--- src/rtl/chargeReqPkg.sv ---
`timescale 1ns/1ps
package chargeReqPkg;

  typedef enum logic [1:0] {SEL_OFF, SEL_WAKE, SEL_REQ} outSel_e;

  typedef struct packed {
    outSel_e outSel;
  } chgCtl_t;

  localparam logic [1:0] THERM_OK    = 2'd0;
  localparam logic [1:0] THERM_COLD  = 2'd1;
  localparam logic [1:0] THERM_UNDER = 2'd2;
  localparam logic [1:0] THERM_HOT   = 2'd3;

  function automatic logic [15:0] vCeilMv(input logic [2:0] sel);
    case (sel)
      3'd0:    return 16'd8400;
      3'd1:    return 16'd12600;
      3'd2:    return 16'd16800;
      3'd3:    return 16'd21000;
      default: return 16'd32736;
    endcase
  endfunction

  function automatic logic [2:0] vStepShift(input logic [2:0] sel);
    return (sel < 3'd2) ? 3'd4 : 3'd5;
  endfunction

  function automatic logic [9:0] vCeilCode(input logic [2:0] sel);
    logic [15:0] q;
    q = vCeilMv(sel) >> vStepShift(sel);
    return q[9:0];
  endfunction

endpackage

--- src/rtl/chargeReqFsm.sv ---
`timescale 1ns/1ps
module chargeReqFsm
  import chargeReqPkg::*;
#(
  parameter int PRESCALE      = 100000,
  parameter int TIMEOUT_TICKS = 17500
) (
  input  logic       clk,
  input  logic       rstN,
  input  logic       reqCurWr,
  input  logic       reqVoltWr,
  input  logic       batPresent,
  input  logic [1:0] thermState,
  output chgCtl_t    ctl
);

  localparam int PRE_W  = $clog2(PRESCALE + 1);
  localparam int TICK_W = $clog2(TIMEOUT_TICKS + 1);
  localparam logic [PRE_W-1:0]  PRE_LAST  = PRE_W'(PRESCALE - 1);
  localparam logic [TICK_W-1:0] TICK_LAST = TICK_W'(TIMEOUT_TICKS - 1);

  typedef enum logic [1:0] {ST_WAIT, ST_WAKE, ST_CHARGE, ST_STOP} state_e;

  state_e st, stNext;
  logic curSeen, voltSeen, pairDone, coolish, restart, timeout, timing;
  logic [PRE_W-1:0]  preCnt;
  logic [TICK_W-1:0] tickCnt;

  assign pairDone = (curSeen || reqCurWr) && (voltSeen || reqVoltWr);
  assign coolish  = (thermState == THERM_COLD) || (thermState == THERM_UNDER);
  assign timing   = (st == ST_WAKE) || (st == ST_CHARGE);
  assign timeout  = timing && (preCnt == PRE_LAST) && (tickCnt == TICK_LAST);

  always_comb begin
    stNext  = st;
    restart = 1'b0;
    if (!batPresent) begin
      stNext = ST_WAIT;
    end else begin
      case (st)
        ST_WAIT: begin
          stNext  = ST_WAKE;
          restart = 1'b1;
        end
        ST_WAKE: begin
          if (pairDone && !coolish) begin
            stNext  = ST_CHARGE;
            restart = 1'b1;
          end else if (timeout) begin
            stNext = ST_STOP;
          end
        end
        ST_CHARGE: begin
          if (coolish || timeout) begin
            stNext  = ST_WAKE;
            restart = 1'b1;
          end else if (pairDone) begin
            restart = 1'b1;
          end
        end
        default: begin
          if (pairDone && !coolish) begin
            stNext  = ST_CHARGE;
            restart = 1'b1;
          end
        end
      endcase
    end
  end

  always_ff @(posedge clk or negedge rstN) begin
    if (!rstN) begin
      st       <= ST_WAIT;
      curSeen  <= 1'b0;
      voltSeen <= 1'b0;
    end else begin
      st <= stNext;
      if (st == ST_WAIT || !batPresent || pairDone) begin
        curSeen  <= 1'b0;
        voltSeen <= 1'b0;
      end else begin
        if (reqCurWr)  curSeen  <= 1'b1;
        if (reqVoltWr) voltSeen <= 1'b1;
      end
    end
  end

  always_ff @(posedge clk or negedge rstN) begin
    if (!rstN) begin
      preCnt  <= '0;
      tickCnt <= '0;
    end else if (restart || !timing) begin
      preCnt  <= '0;
      tickCnt <= '0;
    end else if (preCnt == PRE_LAST) begin
      preCnt <= '0;
      if (tickCnt != TICK_LAST) tickCnt <= tickCnt + 1'b1;
    end else begin
      preCnt <= preCnt + 1'b1;
    end
  end

  always_comb begin
    ctl.outSel = SEL_OFF;
    if (batPresent && thermState != THERM_HOT) begin
      case (st)
        ST_WAKE:   ctl.outSel = SEL_WAKE;
        ST_CHARGE: ctl.outSel = SEL_REQ;
        default:   ctl.outSel = SEL_OFF;
      endcase
    end
  end

endmodule

--- src/rtl/chargeReqDatapath.sv ---
`timescale 1ns/1ps
module chargeReqDatapath
  import chargeReqPkg::*;
#(
  parameter int REQ_W   = 16,
  parameter int CODE_W  = 10,
  parameter int WAKE_MA = 80
) (
  input  logic              clk,
  input  logic              rstN,
  input  chgCtl_t           ctl,
  input  logic              reqCurWr,
  input  logic              reqVoltWr,
  input  logic [REQ_W-1:0]  reqData,
  input  logic [1:0]        iRangeSel,
  input  logic [2:0]        vRangeSel,
  input  logic              batPresent,
  input  logic [1:0]        thermState,
  input  logic              acPresent,
  input  logic              pwrFailCmp,
  input  logic              statusRd,
  output logic [CODE_W-1:0] iDacCode,
  output logic [CODE_W-1:0] vDacCode,
  output logic              chgEn,
  output logic              intN,
  output logic [7:0]        statusWord
);

  localparam int CODE_MAX = (1 << CODE_W) - 1;

  logic [REQ_W-1:0] reqCur, reqVolt;
  logic [REQ_W-1:0] iCeil, vCeil, curClamp, voltClamp, curShift, voltShift, wakeShift, vCeilShift;
  logic             curOver, voltOver, enNext, intPend;
  logic [CODE_W-1:0] nextI, nextV;
  logic [7:0]       statusNext;

  always_ff @(posedge clk or negedge rstN) begin
    if (!rstN) begin
      reqCur  <= '0;
      reqVolt <= '0;
    end else begin
      if (reqCurWr)  reqCur  <= reqData;
      if (reqVoltWr) reqVolt <= reqData;
    end
  end

  assign iCeil      = REQ_W'(CODE_MAX) << iRangeSel;
  assign vCeil      = REQ_W'(vCeilMv(vRangeSel));
  assign curOver    = reqCur > iCeil;
  assign voltOver   = reqVolt > vCeil;
  assign curClamp   = curOver ? iCeil : reqCur;
  assign voltClamp  = voltOver ? vCeil : reqVolt;
  assign curShift   = curClamp >> iRangeSel;
  assign voltShift  = voltClamp >> vStepShift(vRangeSel);
  assign wakeShift  = REQ_W'(WAKE_MA) >> iRangeSel;
  assign vCeilShift = vCeil >> vStepShift(vRangeSel);

  always_comb begin
    case (ctl.outSel)
      SEL_WAKE: begin
        nextI = CODE_W'(wakeShift);
        nextV = CODE_W'(vCeilShift);
      end
      SEL_REQ: begin
        nextI = CODE_W'(curShift);
        nextV = CODE_W'(voltShift);
      end
      default: begin
        nextI = '0;
        nextV = '0;
      end
    endcase
    enNext = (ctl.outSel != SEL_OFF) && (nextI != '0) && (nextV != '0);
  end

  always_ff @(posedge clk or negedge rstN) begin
    if (!rstN) begin
      iDacCode <= '0;
      vDacCode <= '0;
      chgEn    <= 1'b0;
    end else begin
      iDacCode <= nextI;
      vDacCode <= nextV;
      chgEn    <= enNext;
    end
  end

  assign statusNext = {thermState == THERM_HOT, thermState == THERM_UNDER,
                       thermState == THERM_COLD, pwrFailCmp, voltOver, curOver,
                       acPresent, batPresent};

  always_ff @(posedge clk or negedge rstN) begin
    if (!rstN) begin
      statusWord <= '0;
      intPend    <= 1'b0;
    end else begin
      statusWord <= statusNext;
      if (statusNext != statusWord) intPend <= 1'b1;
      else if (statusRd)            intPend <= 1'b0;
    end
  end

  assign intN = ~intPend;

endmodule

--- src/rtl/chargeReqCtl.sv ---
`timescale 1ns/1ps
module chargeReqCtl
  import chargeReqPkg::*;
#(
  parameter int PRESCALE      = 100000,
  parameter int TIMEOUT_TICKS = 17500,
  parameter int WAKE_MA       = 80
) (
  input  logic        clk,
  input  logic        rstN,
  input  logic        reqCurWr,
  input  logic        reqVoltWr,
  input  logic [15:0] reqData,
  input  logic [1:0]  iRangeSel,
  input  logic [2:0]  vRangeSel,
  input  logic        batPresent,
  input  logic [1:0]  thermState,
  input  logic        acPresent,
  input  logic        pwrFailCmp,
  input  logic        statusRd,
  output logic [9:0]  iDacCode,
  output logic [9:0]  vDacCode,
  output logic        chgEn,
  output logic        intN,
  output logic [7:0]  statusWord
);

  chgCtl_t ctl;

  chargeReqFsm #(.PRESCALE(PRESCALE), .TIMEOUT_TICKS(TIMEOUT_TICKS)) u_fsm (
    .clk(clk), .rstN(rstN), .reqCurWr(reqCurWr), .reqVoltWr(reqVoltWr),
    .batPresent(batPresent), .thermState(thermState), .ctl(ctl)
  );

  chargeReqDatapath #(.REQ_W(16), .CODE_W(10), .WAKE_MA(WAKE_MA)) u_dp (
    .clk(clk), .rstN(rstN), .ctl(ctl), .reqCurWr(reqCurWr), .reqVoltWr(reqVoltWr),
    .reqData(reqData), .iRangeSel(iRangeSel), .vRangeSel(vRangeSel),
    .batPresent(batPresent), .thermState(thermState), .acPresent(acPresent),
    .pwrFailCmp(pwrFailCmp), .statusRd(statusRd), .iDacCode(iDacCode),
    .vDacCode(vDacCode), .chgEn(chgEn), .intN(intN), .statusWord(statusWord)
  );

endmodule

--- config.mk ---
export PLATFORM = sky130hd
export DESIGN_NAME = chargeReqCtl
export DESIGN_NICKNAME = d
export VERILOG_FILES = /design/src/rtl/chargeReqPkg.sv /design/src/rtl/chargeReqFsm.sv /design/src/rtl/chargeReqDatapath.sv /design/src/rtl/chargeReqCtl.sv
export SDC_FILE = /design/constraint.sdc
export NUM_CORES = 1
export LEC_CHECK = 0
export ABC_CLOCK_PERIOD_IN_PS = 3800
export BUFFER_PORTS_ARGS = -buffer_cell sky130_fd_sc_hd__buf_2
export CAP_MARGIN = 25
export CELL_PAD_IN_SITES_DETAIL_PLACEMENT = 0
export CELL_PAD_IN_SITES_GLOBAL_PLACEMENT = 1
export CORE_AREA = 2 2 108 110
export DETAILED_ROUTE_END_ITERATION = 12
export DIE_AREA = 0 0 110 112
export PLACE_DENSITY_LB_ADDON = 0.1
export SLEW_MARGIN = 40
export SYNTH_ARGS = -nofsm -noshare
export SYNTH_HDL_FRONTEND = slang
export SYNTH_SLANG_ARGS = --single-unit
--- constraint.sdc ---
create_clock -name clk -period 3.8 [get_ports clk]
set_clock_uncertainty 0.2 [all_clocks]
set_input_delay 0.19 -clock clk [delete_from_list [all_inputs] [get_ports clk]]
set_output_delay 0.19 -clock clk [all_outputs]
set_load 0.005 [all_outputs]
# == After elaboration in Yosys (flattened, before gate mapping) ==
# Cells that the tools add are included.
# classes
n_addsub,2
n_lt_le_gt_ge,3
eq_ne,18
shift,5
mux,30
n_bitwise,1
reduce_logical,30
# op_table
op,n
$pmux 15 s4,1
$mux 15,3
$pmux 10 s2,2
$mux 17,2
$mux 16,2
$reduce_bool 10->1,2
$add 17x1->17 const B,1
$eq 17x17->1 const B,1
$gt 16x15->1,1
$gt 16x16->1,1
$shl 10x2->16 const A,1
$shr 16x2->10,1
$shr 16x3->10,1
$add 15x1->15 const B,1
$eq 15x15->1 const B,1
$ne 15x15->1 const B,1
$shr 15x3->10,1
$mux 2,6
$reduce_bool 2->1,6
$mux 1,11
$shr 7x2->10 const A,1
$eq 2x2->1 const B,4
$logic_or 1x1->1,8
$ne 8x8->1,1
18 further kinds,29
# word_totals
register_bits,98
in_bits,31
out_inout_bits,30
elab_cells,101

# == Logic depth before layout (Yosys ltp) ==
# depth
word_depth,11
ltp_mapped,13
mapped_depth_nobuf,12

# == Hierarchy ==
# Synthesis repeated with hierarchy kept, for this count alone.
# unflattened
hier_cells,539
area_unflattened_um2,5544.1
# by_module_without_submodules
mod,n_inst,cells_each,area_each_um2,seq_area_each_um2
chargeReqDatapath,1,326,3487.1,1551.5
chargeReqFsm,1,213,2057.0,900.9

# == Worst setup path after synthesis ==
# No wires, ideal clock.
# synth_path
path_type,input to register
startpoint,input port vRangeSel[1]
endpoint,register u_dp.chgEn
setup_ns,0.141
arrival_time_ns,2.669
required_ns,3.459
setup_slack_ns,0.789
stages,13
n_path_buf,3
cell_sequence,clkbuf_1 or2_2 buf_2 inv_1 buf_2 ha_1 and4b_1 a221oi_2 nand2_1 nor3_2 nor2_2 o41ai_2 a32oi_1
# synth_between
elab_chain_len,8
elab_cells_between_ends,14
classes_between,2 x order compare; 3 x eq/ne; 2 x shift; 4 x mux; 3 x reduce/logical
# synth_rtl
element,line_no,source
"start, declared",chargeReqCtl.sv:15,"input logic [2:0] vRangeSel,"
$eq 3x2->1 (tied with other cells),chargeReqPkg.sv:16,case (sel)
$pmux 15 s4,chargeReqPkg.sv:16,
$gt 16x15->1,chargeReqDatapath.sv:50,assign voltOver = reqVolt > vCeil;
$mux 16,chargeReqDatapath.sv:52,assign voltClamp = voltOver ? vCeil : reqVolt;
$shr 16x3->10,chargeReqDatapath.sv:54,assign voltShift = voltClamp >> vStepShift(vRangeSel);
$pmux 10 s2 *,chargeReqDatapath.sv:59,case (ctl.outSel)
$reduce_bool 10->1 *,chargeReqDatapath.sv:73,enNext = (ctl.outSel != SEL_OFF) && (nextI != '0) && (nextV != '0);
$logic_and 1x1->1 *,chargeReqDatapath.sv:73,
named net u_dp.enNext,chargeReqDatapath.sv:33,"logic curOver, voltOver, enNext, intPend;"
"end signal, assigned",chargeReqDatapath.sv:84,chgEn <= enNext;
"end, declared",chargeReqDatapath.sv:24,"output logic chgEn,"
# The timed path passes the listed nets; every way through them passes the cells marked *.
# A chain may end at the register's enable or synchronous reset.

# == Worst setup path in the final report ==
# layout_path
startpoint,input port vRangeSel[2]
endpoint,register u_dp.chgEn
# The elaborated chain is that of the path after synthesis.

==> impl_metrics.env <==
export IMPL_grt_total_usage_pct=21.9
export IMPL_hold_path_class="input pin to register"
export IMPL_finalCriticalPeriod_ps=3530
export IMPL_drc=0
export IMPL_dieArea_sq_um=12300
export IMPL_clk_pin_slew_ps=70
export IMPL_power_switching_mw=0.868
export IMPL_fillers=1033
export IMPL_drt_iter0_markers=176
export IMPL_synth_cell_types=70
export IMPL_pwr_share_comb_pct=24.6
export IMPL_path_max_fanout=13
export IMPL_cpPeakStageDelay_ps=520
export IMPL_dieWidth_microns=110
export IMPL_final_area_sq_um=6290
export IMPL_cp_start_kind="input pin"
export IMPL_critPathKind="input pin to register"
export IMPL_clock_path_buffers=2
export IMPL_final_core_util_pct=56.3
export IMPL_hold_viol=0
export IMPL_critPathSlowestCell="dlygate4sd3_1"
export IMPL_regArea_sq_um=2450
export IMPL_avgSynthCellArea_sq_um=10.0
export IMPL_vias=4198
export IMPL_fin_cells=762
export IMPL_antenna_found_initial=0
export IMPL_grt_start_max_net_pins=70
export IMPL_place_congestion=0.869
export IMPL_drtPass1Iterations=4
export IMPL_grt_overflow=0
export IMPL_critPathArrivalTime_ps=3530
export IMPL_synth_edf_count=0
export IMPL_cts_buffers=9
export IMPL_netlist_top_cells_area="dfrtp_1 (46%), ha_1 (7.0%), mux2_2 (6.3%), xor2_1 (3.9%), nor2_1 (3.9%)"
export IMPL_syn_inst=534
export IMPL_slew_headroom_pct=59.1
export IMPL_multi_input_area_sq_um=2710
export IMPL_grt_pass1_vias=4180
export IMPL_htreeDepth=3
export IMPL_rows=39
export IMPL_p_leak_nw=2.92
export IMPL_die_y_microns=112
export IMPL_vias_per_cell=5.51
export IMPL_wire_per_inst_microns=16.0
export IMPL_slew_viol_final=0
export IMPL_cts_root_buffer="clkbuf_16"
export IMPL_crit_chain="dlygate4sd3_1 > buf_2 > or2_2 > inv_1 > ha_1 > and4b_1 > a221oi_2 > nand2_1 > nor3_2 > nor2_2 > o41ai_2 > a32oi_1"
export IMPL_place_inst=723
export IMPL_yosysSeqAreaShare_pct=45.8
export IMPL_rsz0062_at_grt="no"
export IMPL_ant_nets=0
export IMPL_syn2layout_area_growth_pct=17.6
export IMPL_synth_top_flop_cell="dfrtp_1"
export IMPL_tightest_slew_ps=614
export IMPL_place_ws_ps=507
export IMPL_vdd_drop_max_mv=0.271
export IMPL_outcome="finished, final reports clean"
export IMPL_finalWorstSetupSlack_ps=271
export IMPL_ios=61
export IMPL_finalSetupTns_ps=0
export IMPL_layout_drive_gt1_share_pct=20.8
export IMPL_synth_seq_cells=98
export IMPL_cts_sinks=98
export IMPL_syn_nets=595
export IMPL_seqPwrFrac_pct=44.1
export IMPL_io_buffers=60
export IMPL_synth_async_reset_ratio_pct=100
export IMPL_path_buf_inv=3
export IMPL_wirelength_microns=12200
export IMPL_cap_violations=0
export IMPL_yosysTopAreaCellShare_pct=45.8
export IMPL_crit_family="simple AND/OR/NAND/NOR gates"
export IMPL_cts_setup_buffers=0
export IMPL_fin_crit_sh_pct=92.9
export IMPL_cts_resized=0
export IMPL_switching_share_pct=31.8
export IMPL_critPathRequiredTime_ps=3800
export IMPL_clock_latency_ps=350
export IMPL_grt_pass1_wl_microns=20900
export IMPL_p_int_mw=1.86
export IMPL_nets=676
export IMPL_dp_hpwl_microns=8720
export IMPL_p_total_mw=2.73
export IMPL_ys_warn_count=0
export IMPL_hold_slack_ps=80.8
export IMPL_syn_area_sq_um=5350
export IMPL_dpl_instance_area_sq_um=5780
export IMPL_max_freq_mhz=283
export IMPL_endpoint_kind="register"
export IMPL_p_per_area_nw_per_um2=434
export IMPL_yosysTopAreaCell="dfrtp_1"
export IMPL_num_antenna_cells=0
export IMPL_coreArea_sq_um=11200
export IMPL_cts_tree="done"
export IMPL_setup_viol=0
export IMPL_start_util_pct=47.9
export IMPL_clkPwrFrac_pct=31.3
worst reg2reg max path, cell delays in order (launching register included):
cell and delay, ps:
dfrtp_1 410, inv_1 100, ha_1 260, nand2_1 110
ha_1 470, a21oi_1 140, a31oi_1 250, a211oi_1 140
o41ai_1 510, buf_4 220, a32oi_1 60
what timing repair did:
action,4_1_cts,5_1_grt
setup endpoints to repair,0,0
endpoints found under the hold margin,111,0
hold buffers,24,0
area by class of cell:
cell class | instances | area share (%)
clock inverter | 3 | 0.239
inverter | 28 | 1.67
sequential | 98 | 39.0
tap | 143 | 2.84
timing repair buffer | 88 | 9.17
multi-input combinational | 390 | 43.0
clock buffer | 12 | 4.08
sequential cells by signal, summed over array words and instances, names as in the netlist, 2 cells and up:
name	count
u_dp.vDacCode	10
u_dp.statusWord	8
u_dp.reqCur	16
u_fsm.preCnt	17
u_fsm.tickCnt	15
u_dp.reqVolt	16
u_fsm.st	2
u_dp.iDacCode	10
worst paths after layout:
check / startpoint / depth (start not counted) / to / slack [ps]
max: vRangeSel[2] / 12 / u_dp.chgEn / 270
min in group asynchronous: rstN / 2 / u_fsm.tickCnt[11] / 210
max in group asynchronous: rstN / 3 / u_dp.reqCur[10] / 2380
max reg2reg: u_fsm.st[1] / 10 / u_dp.chgEn / 810
min: vRangeSel[0] / 4 / u_dp.vDacCode[8] / 80
min reg2reg: u_fsm.curSeen / 1 / u_fsm.voltSeen / 260
synthesized netlist by cell type (2+ instances only):
cell,number
dfrtp_1,98
nor2_1,55
nand2_1,54
ha_1,30
mux2_2,30
inv_1,28
xor2_1,24
a21oi_1,23
nand3_1,20
o21ai_0,17
nand4_1,11
nor3_1,11
clkbuf_1,10
xnor2_1,10
a31oi_1,7
nor2b_1,7
a211oi_1,6
nor4_1,5
or3_1,5
a21o_1,4
buf_2,4
mux2i_1,4
o211ai_1,4
or2_2,4
and3_1,3
o21a_1,3
o311ai_0,3
and4_1,2
buf_1,2
nand3_2,2
nor4b_1,2
o2111ai_1,2
o211a_1,2
o21ai_1,2
o21bai_1,2
o221ai_1,2
o41ai_1,2
or4_1,2
power groups by stage:
stage                     clock [mW]  sequential [mW]  combinational (mW)
final                          0.854             1.21               0.672
after detailed placement           0             1.22               0.649
after floorplan                    0             1.21               0.453
after CTS                      0.883             1.21               0.672
after global routing           0.925             1.22               0.758
after global placement             0             1.22               0.649
cell usage in the layout, fill, tap and decap left out, types with 3 or more instances in the layout:
cell type / n
a31oi_1: 7
buf_2: 59
nand2_1: 54
o21ai_0: 17
mux2_2: 30
or2_2: 4
mux2i_1: 4
xor2_1: 24
clkbuf_16: 9
dlygate4sd3_1: 24
or3_1: 5
ha_1: 30
dfrtp_1: 98
nand3_1: 20
and3_1: 3
o311ai_0: 3
clkinv_2: 3
xnor2_1: 10
nor4_1: 5
nor2_1: 55
a211oi_1: 6
nor2b_1: 7
a21o_1: 4
nand4_1: 11
a21oi_1: 23
inv_1: 28
nor3_1: 11
o211ai_1: 4
o21a_1: 3
buf_4: 4
cells by family (layout without fill, tap and decap cells):
logic type | after synthesis | in the layout | synth area share (%)
AO/OA/AOI/OAI | 95 | 95 | 12.4
XOR/XNOR | 34 | 34 | 5.57
adder cells (fa/ha/maj) | 30 | 30 | 7.02
buffers and inverters | 46 | 131 | 3.53
flip-flops | 98 | 98 | 45.8
multiplexers | 34 | 34 | 7.06
AND/OR/NAND/NOR | 197 | 197 | 18.6
layer usage:
metal	up-vias	global-route usage, %	part of all wire (%)
met5	-	0	0
met4	0	8.61	2.1
met3	20	3.86	3.9
met2	115	33.0	45
met1	1994	31.2	49
li1	2069	-	-
Power figures use the tool's default switching activity.
